==> config.mk <==
export PLATFORM = sky130hd
export DESIGN_NAME = octal_switch_spi_port
export DESIGN_NICKNAME = d
export VERILOG_FILES = /design/src/rtl/osw_pkg.sv /design/src/rtl/osw_sync.sv /design/src/rtl/osw_edge.sv /design/src/rtl/osw_shifter.sv /design/src/rtl/osw_cmd_latch.sv /design/src/rtl/octal_switch_spi_port.sv
export SDC_FILE = /design/constraint.sdc
export NUM_CORES = 1
export LEC_CHECK = 0
export BUFFER_PORTS_ARGS = -buffer_cell sky130_fd_sc_hd__buf_2
export CORE_MARGIN = 2
export CORE_UTILIZATION = 55
export DETAILED_ROUTE_END_ITERATION = 8
export HOLD_SLACK_MARGIN = 0.15
export PLACE_DENSITY = 0.79
export RECOVER_POWER = 50
export SLEW_MARGIN = 20
export SYNTH_ARGS = -nofsm -noshare
export SYNTH_HDL_FRONTEND = slang
export SYNTH_SLANG_ARGS = --single-unit
==> constraint.sdc <==
create_clock -name clk -period 2.7 [get_ports clk]
set_input_delay 0.27 -clock clk [delete_from_list [all_inputs] [get_ports clk]]
set_output_delay 0.27 -clock clk [all_outputs]
set_load 0.1 [all_outputs]
==> src/rtl/osw_pkg.sv <==
package osw_pkg;

   localparam int unsigned OSW_DEF_CHANNELS    = 8;
   localparam int unsigned OSW_DEF_SYNC_STAGES = 2;

   function automatic bit osw_is_pow2(input int unsigned v);
      return (v != 0) && ((v & (v - 1)) == 0);
   endfunction

endpackage

==> src/rtl/osw_sync.sv <==
module osw_sync #(
   parameter int unsigned W               = 1,
   parameter int unsigned STAGES          = 2,
   parameter logic [W-1:0] RST_VAL        = '0
) (
   input  logic         clk,
   input  logic         rst,
   input  logic [W-1:0] d,
   output logic [W-1:0] q
);

   generate
      if (STAGES == 0) begin : g_bypass
         assign q = d;
      end else begin : g_chain
         logic [W-1:0] stg [STAGES];
         always_ff @(posedge clk or posedge rst) begin
            if (rst) begin
               for (int i = 0; i < int'(STAGES); i++) stg[i] <= RST_VAL;
            end else begin
               stg[0] <= d;
               for (int i = 1; i < int'(STAGES); i++) stg[i] <= stg[i-1];
            end
         end
         assign q = stg[STAGES-1];
      end
   endgenerate

endmodule

==> src/rtl/osw_edge.sv <==
module osw_edge #(
   parameter int unsigned W        = 1,
   parameter logic [W-1:0] RST_VAL = '0
) (
   input  logic         clk,
   input  logic         rst,
   input  logic [W-1:0] lvl,
   output logic [W-1:0] rise,
   output logic [W-1:0] fall
);

   logic [W-1:0] prev;

   always_ff @(posedge clk or posedge rst) begin
      if (rst) prev <= RST_VAL;
      else     prev <= lvl;
   end

   generate
      for (genvar b = 0; b < int'(W); b++) begin : g_bit
         assign rise[b] = lvl[b] & ~prev[b];
         assign fall[b] = prev[b] & ~lvl[b];
      end
   endgenerate

endmodule

==> src/rtl/osw_shifter.sv <==
module osw_shifter #(
   parameter int unsigned FRAME_W = 8
) (
   input  logic               clk,
   input  logic               rst,
   input  logic               load,
   input  logic [FRAME_W-1:0] load_val,
   input  logic               shift_en,
   input  logic               shift_in,
   input  logic               out_en,
   output logic [FRAME_W-1:0] shreg,
   output logic               dout
);

   localparam int unsigned MSB = FRAME_W - 1;

   always_ff @(posedge clk or posedge rst) begin
      if (rst) begin
         shreg <= '0;
         dout  <= 1'b0;
      end else if (load) begin
         shreg <= load_val;
         dout  <= load_val[MSB];
      end else begin
         if (shift_en) shreg <= {shreg[MSB-1:0], shift_in};
         if (out_en)   dout  <= shreg[MSB];
      end
   end

endmodule

==> src/rtl/osw_cmd_latch.sv <==
module osw_cmd_latch #(
   parameter int unsigned FRAME_W = 8
) (
   input  logic               clk,
   input  logic               rst,
   input  logic               clear,
   input  logic               tick,
   input  logic               commit,
   input  logic [FRAME_W-1:0] cmd,
   output logic               cnt_zero,
   output logic               any_clk,
   output logic [FRAME_W-1:0] latch_q
);

   localparam int unsigned CNT_W = (FRAME_W > 2) ? $clog2(FRAME_W) : 1;

   logic [CNT_W-1:0] cnt;

   assign cnt_zero = (cnt == '0);

   always_ff @(posedge clk or posedge rst) begin
      if (rst) begin
         cnt     <= '0;
         any_clk <= 1'b0;
      end else if (clear || commit) begin
         cnt     <= '0;
         any_clk <= 1'b0;
      end else if (tick) begin
         cnt     <= cnt + 1'b1;
         any_clk <= 1'b1;
      end
   end

   always_ff @(posedge clk or posedge rst) begin
      if (rst)                             latch_q <= '1;
      else if (commit && any_clk && cnt_zero) latch_q <= cmd;
   end

endmodule

==> src/rtl/octal_switch_spi_port.sv <==
module octal_switch_spi_port #(
   parameter int unsigned FRAME_W     = osw_pkg::OSW_DEF_CHANNELS,
   parameter int unsigned SYNC_STAGES = osw_pkg::OSW_DEF_SYNC_STAGES
) (
   input  logic               clk,
   input  logic               rst_n,
   input  logic               uv_flag,
   input  logic               ser_clk,
   input  logic               ser_din,
   input  logic               sel_n,
   input  logic [FRAME_W-1:0] chan_status,
   output logic               ser_dout,
   output logic               ser_dout_en,
   output logic [FRAME_W-1:0] chan_on
);

   generate
      if (!osw_pkg::osw_is_pow2(FRAME_W) || FRAME_W < 4) begin : g_bad_width
         $error("FRAME_W must be a power of two of at least 4");
      end
      if (SYNC_STAGES > 6) begin : g_bad_sync
         $error("SYNC_STAGES above 6 is not supported");
      end
   endgenerate

   logic               rst_int;
   logic [1:0]         ctl_s;
   logic [1:0]         ctl_rise;
   logic [1:0]         ctl_fall;
   logic               din_s;
   logic               sel_s;
   logic               sclk_fall_a;
   logic               sclk_rise_a;
   logic               sel_fall;
   logic               sel_rise;
   logic [FRAME_W-1:0] shreg;
   logic               dout_q;
   logic               cnt_zero;
   logic               any_clk;
   logic [FRAME_W-1:0] latch_q;

   assign rst_int = ~rst_n | uv_flag;

   osw_sync #(.W(2), .STAGES(SYNC_STAGES), .RST_VAL(2'b01)) u_sync_ctl (
      .clk (clk), .rst (rst_int), .d ({ser_clk, sel_n}), .q (ctl_s)
   );

   osw_sync #(.W(1), .STAGES(SYNC_STAGES), .RST_VAL(1'b0)) u_sync_din (
      .clk (clk), .rst (rst_int), .d (ser_din), .q (din_s)
   );

   osw_edge #(.W(2), .RST_VAL(2'b01)) u_edge (
      .clk (clk), .rst (rst_int), .lvl (ctl_s), .rise (ctl_rise), .fall (ctl_fall)
   );

   assign sel_s       = ctl_s[0];
   assign sel_fall    = ctl_fall[0];
   assign sel_rise    = ctl_rise[0];
   assign sclk_fall_a = ctl_fall[1] & ~sel_s;
   assign sclk_rise_a = ctl_rise[1] & ~sel_s;

   osw_shifter #(.FRAME_W(FRAME_W)) u_shift (
      .clk      (clk),
      .rst      (rst_int),
      .load     (sel_fall),
      .load_val (chan_status),
      .shift_en (sclk_fall_a),
      .shift_in (din_s),
      .out_en   (sclk_rise_a),
      .shreg    (shreg),
      .dout     (dout_q)
   );

   osw_cmd_latch #(.FRAME_W(FRAME_W)) u_latch (
      .clk      (clk),
      .rst      (rst_int),
      .clear    (sel_fall),
      .tick     (sclk_fall_a),
      .commit   (sel_rise),
      .cmd      (shreg),
      .cnt_zero (cnt_zero),
      .any_clk  (any_clk),
      .latch_q  (latch_q)
   );

   generate
      for (genvar c = 0; c < int'(FRAME_W); c++) begin : g_chan
         assign chan_on[c] = ~latch_q[c];
      end
   endgenerate

   assign ser_dout    = dout_q;
   assign ser_dout_en = ~sel_n;

endmodule

# Word level (Yosys, flattened, before mapping)
# Cells that the tools add are included.
# word_totals
regBits	29
inputBits	14
wordCells	47
# op_classes
n_addsub	1
n_mux	8
n_bitwise	21
n_reduce_logical	7
# ops
op	count
$mux W8	2
$not A1 Y1	14
$and A1 B1 Y1	6
$mux W3	2
$reduce_bool A2 Y1	3
$mux W1	4
$add A3 B1 Y3 const B	1
$logic_not A3 Y1	1
$logic_and A1 B1 Y1	2
$logic_or A1 B1 Y1	1
$or A1 B1 Y1	1

# Longest topological paths before layout
# logic_depth
ltp_word	5
depth_mapped	6
depth_no_buf	4

# Hierarchy
# Synthesis repeated with hierarchy kept, for this count alone.
# unflattened
cells_unflattened	103
hier_area_um2	1272.5
# modules_own_cells
module	instances	cells_per_inst	area_each_um2
osw_cmd_latch	1	37	530.5
osw_shifter	1	37	424.2
osw_sync (u_sync_ctl)	1	7	121.4
osw_edge	1	7	90.1
osw_sync (u_sync_din)	1	3	53.8
octal_switch_spi_port	1	12	52.6

# Worst setup path after synthesis
# OpenSTA, ideal clock, no wires.
# synth_path
path_type	reg2reg
startpoint	register u_sync_ctl.g_chain.stg, in the netlist u_sync_ctl.q[0]
endpoint	register u_shift.dout
setup_time_ns	0.126
t_arrival_ns	1.519
path_slack_ns	1.055
stages_incl_launch_ff	6
path_cell_list	dfstp_2 > inv_1 > ha_1 > buf_4 > mux2_1 > mux2_2
# synth_via
elab_chain_cells	3
# synth_lines
element	line_no	rtl
start, declared	osw_sync.sv:16	logic [W-1:0] stg [STAGES];
$not A1 Y1 *	osw_edge.sv:22, octal_switch_spi_port.sv:60	
$and A1 B1 Y1, on equally long branches	osw_edge.sv:22, octal_switch_spi_port.sv:60	
$mux W1 or $reduce_bool A2 Y1 (tied branches)	-	
end signal, assigned	osw_shifter.sv:23	dout <= load_val[MSB];
end signal, assigned	osw_shifter.sv:26	if (out_en) dout <= shreg[MSB];
end, declared	osw_shifter.sv:12	output logic dout
# Mark *: on every way between the ends. The rest lies on a longest branch, timed or not.
# A chain may end at the register's enable or synchronous reset.

# Worst setup path in the final report
# layout_path
startpoint	register u_latch.latch_q[1]
endpoint	output port chan_on[1]
# layout_via
elab_chain_cells	1
# layout_lines
element	line_no	rtl
start, declared	osw_cmd_latch.sv:12	output logic [FRAME_W-1:0] latch_q
start signal, assigned	osw_cmd_latch.sv:36	else if (commit && any_clk && cnt_zero) latch_q <= cmd;
$not A1 Y1	octal_switch_spi_port.sv:88	assign chan_on[c] = ~latch_q[c];
end, declared	octal_switch_spi_port.sv:14	output logic [FRAME_W-1:0] chan_on
# No other way between the ends.

==> flow_metrics.env <==
export IMPL_status="completed"
export IMPL_clkPwrFrac=0.163
export IMPL_slowest_stage="clkbuf_1"
export IMPL_fin_worst_skew_ns=0.00830
export IMPL_synthDistinctLibCells=23
export IMPL_setup_ws_ns=0.823
export IMPL_numCtsBuffers=5
export IMPL_crit_arrival_ns=1.61
export IMPL_synth_edf_count=0
export IMPL_reg2reg_setup_slack_ns=0.88
export IMPL_ys_flop_type="dfrtp_1"
export IMPL_fin_nets=150
export IMPL_hold_depth=2
export IMPL_grt_max_degree=30
export IMPL_reg2reg_to="u_shift.dout"
export IMPL_start_util=0.579
export IMPL_cts_tree="done"
export IMPL_r2r_cells=4
export IMPL_cts_sinks=29
export IMPL_hold_viol=0
export IMPL_critPathMaxStageDelay_ns=0.86
export IMPL_ios=24
export IMPL_p_per_area_nw_per_um2=1070
export IMPL_max_slew_margin=0.219
export IMPL_worstPathMaxFanout=2
export IMPL_worstHoldStart="chan_status[7]"
export IMPL_fin_crit_sh=0.695
export IMPL_antenna_found_initial=0
export IMPL_p_sw_frac=0.483
export IMPL_seqPwrFrac=0.393
export IMPL_place_congestion=0.728
export IMPL_crit_type="reg2out"
export IMPL_place_inst=147
export IMPL_cp_num_buf_inv=2
export IMPL_first_iter_violations=8
export IMPL_synth_nets=118
export IMPL_path_delay_family="buffers and inverters"
export IMPL_yosys_warnings=0
export IMPL_ys_async_sr_fraction=1.00
export IMPL_antennaDiodeCount=0
export IMPL_io_buffers=23
export IMPL_fmax_mhz=533
export IMPL_yosysSeqAreaShare=0.578
export IMPL_rows=17
export IMPL_vias_per_cell=5.07
export IMPL_track_usage=0.188
export IMPL_final_cells=160
export IMPL_avgSynthCellArea_um2=12.9
export IMPL_wirelength_mm=2.01
export IMPL_drc=0
export IMPL_die_x_um=52.2
export IMPL_slew_viol_final=0
export IMPL_num_vias=811
export IMPL_rsz0062_at_grt="false"
export IMPL_cp_start_kind="flip-flop"
export IMPL_avgRoutedWirePerCell_um=12.6
export IMPL_setup_tns_ns=0
export IMPL_layout_min_cycle_time_ns=1.88
export IMPL_clkTransAtPathRegs_ns=0.09
export IMPL_grt_pass1_wl_mm=3.48
export IMPL_clock_path_buffers=2
export IMPL_irDropWorstVdd_mv=0.859
export IMPL_overflow=0
export IMPL_cts_htree_levels=2
export IMPL_dr_pass1_iters=4
export IMPL_dieArea_um2=2730
export IMPL_core_area_um2=2210
export IMPL_netlist_area_um2=1280
export IMPL_synth_seq_cells=29
export IMPL_place_ws_ns=0.940
export IMPL_grt_pass1_vias=845
export IMPL_p_int_w=0.000828
export IMPL_die_y_um=52.2
export IMPL_netlist_instances=99
export IMPL_antenna_left=0
export IMPL_max_cap_violations=0
export IMPL_finalPower_w=0.00160
export IMPL_cts_root_buffer="clkbuf_4"
export IMPL_p_comb_frac=0.444
export IMPL_clock_latency_ns=0.31
export IMPL_required_ns=2.43
export IMPL_worstSetupEndpointType="output port"
export IMPL_min_path_type="in2reg"
export IMPL_drive_gt1_frac=0.326
export IMPL_setup_viol=0
export IMPL_post_cts_buffers=0
export IMPL_leakage_nw=0.694
export IMPL_crit_chain="inv_1 > clkbuf_1"
export IMPL_syn_to_final_growth_pct=16.6
export IMPL_worst_pin_slew_ns=1.18
export IMPL_place_hpwl_mm=1.45
export IMPL_netSwitchingPower_w=0.000772
export IMPL_reg2reg_from="u_sync_ctl.q[0]"
export IMPL_holdPathEnd="u_shift.shreg[7]"
## cell type report
type	count	area [µm²]
inverter	13	48.8
tap	28	35.0
clock buffer	8	58.8
multi-input combinational	53	452
timing repair buffer	29	159
fill	179	719
sequential	29	739
## stage by stage
| stage | cell area, µm² | utilization | hold slack (ns) |
|---|---|---|---|
| final | 1490 | 0.675 | 0.217 |
| after global routing | 1490 | 0.675 | 0.208 |
| after CTS | 1520 | 0.688 | 0.196 |
| after detailed placement | 1410 | 0.639 | 0.343 |
| after global placement | 1410 | 0.639 | 0.336 |
| after floorplan | 1280 | - | 0.274 |
## cells in the mapped netlist, types with 2 or more instances
cell / count / area share
a21oi_1: 8 / 0.031
mux2i_1: 9 / 0.070
ha_1: 5 / 0.049
mux2_1: 2 / 0.018
nand2_1: 2 / 0.0059
nor2b_1: 2 / 0.0098
dfrtp_1: 18 / 0.35
inv_1: 13 / 0.038
nor3_1: 7 / 0.027
mux2_2: 10 / 0.088
dfstp_2: 11 / 0.23
## worst register-to-register path, stage by stage, from the launching register on
cell and delay [ns]:
dfstp_1 0.63, inv_1 0.09, ha_1 0.36, mux2_1 0.36, mux2_2 0.26
## logic make-up (layout without fill, tap and decap cells)
group	count (synthesis)	in the layout	share of synthesized area
AO/OA/AOI/OAI	9	9	0.0371
adder cells (fa/ha/maj)	5	5	0.0489
XOR/XNOR	1	1	0.00684
multiplexers	21	21	0.176
AND/OR/NAND/NOR	17	17	0.0938
buffers and inverters	17	50	0.0596
flip-flops	29	29	0.578
## layout by cell type (no fill, tap or decap)
cell and instances:
dfrtp_1 18, buf_2 14, inv_1 13, clkbuf_1 11, mux2_2 10, dfstp_2 10
mux2i_1 9, a21oi_1 8, nor3_1 7, ha_1 5, clkbuf_4 5, dlygate4sd3_1 5
mux2_1 2, nand2_1 2, nor3b_4 1, or2_1 1, xnor2_1 1, and2_1 1
nor2b_1 1, nand4b_1 1, nor2b_2 1, nor2_1 1, o21a_1 1, nand2b_1 1
clkbuf_8 1, clkbuf_2 1, dfstp_1 1
## metal layers
layer  global-route usage  wire [µm]
met4                0.132         17
met3               0.0600        131
met5                    0          0
met1                0.206        914
met2                0.308        949
## sequential cells by signal, indices dropped and copies added (netlist names)
signal / cells
u_shift.shreg: 8
u_latch.any_clk: 1
u_latch.cnt: 3
u_sync_din.g_chain.stg: 1
u_latch.latch_q: 8
u_shift.dout: 1
u_sync_ctl.g_chain.stg: 2
u_edge.prev: 2
u_sync_ctl.q: 2
u_sync_din.q: 1
## power groups by stage
stage / sequential (W) / combinational [W] / clock [W]
3_3_place_gp: 0.000632 / 0.000717 / 0
3_5_place_dp: 0.000641 / 0.000728 / 0
5_1_grt: 0.000644 / 0.000744 / 0.000290
4_1_cts: 0.000632 / 0.000734 / 0.000273
6_report: 0.000629 / 0.000710 / 0.000261
2_1_floorplan: 0.000652 / 0.000604 / 0
## worst max-delay path by stage
stage / start / end / slack, ns / cells past startpoint
after global placement: u_sync_ctl.q[0] / u_shift.dout / 0.98 / 4
after global routing: u_latch.latch_q[1] / chan_on[1] / 0.78 / 2
final: u_latch.latch_q[1] / chan_on[1] / 0.82 / 2
after floorplan: uv_flag / u_edge.prev[1] / 0.78 / 1
after detailed placement: u_sync_ctl.q[0] / u_shift.dout / 0.94 / 4
after CTS: u_sync_ctl.q[0] / u_shift.dout / 0.92 / 4
## what timing repair did
item                                    4_1_cts  5_1_grt
endpoints found under the setup margin        0        0
endpoints found under the hold margin        21        0
resized for setup                             0        0
hold buffers                                  5        0
Note: power is estimated with default switching activity, not from simulation.
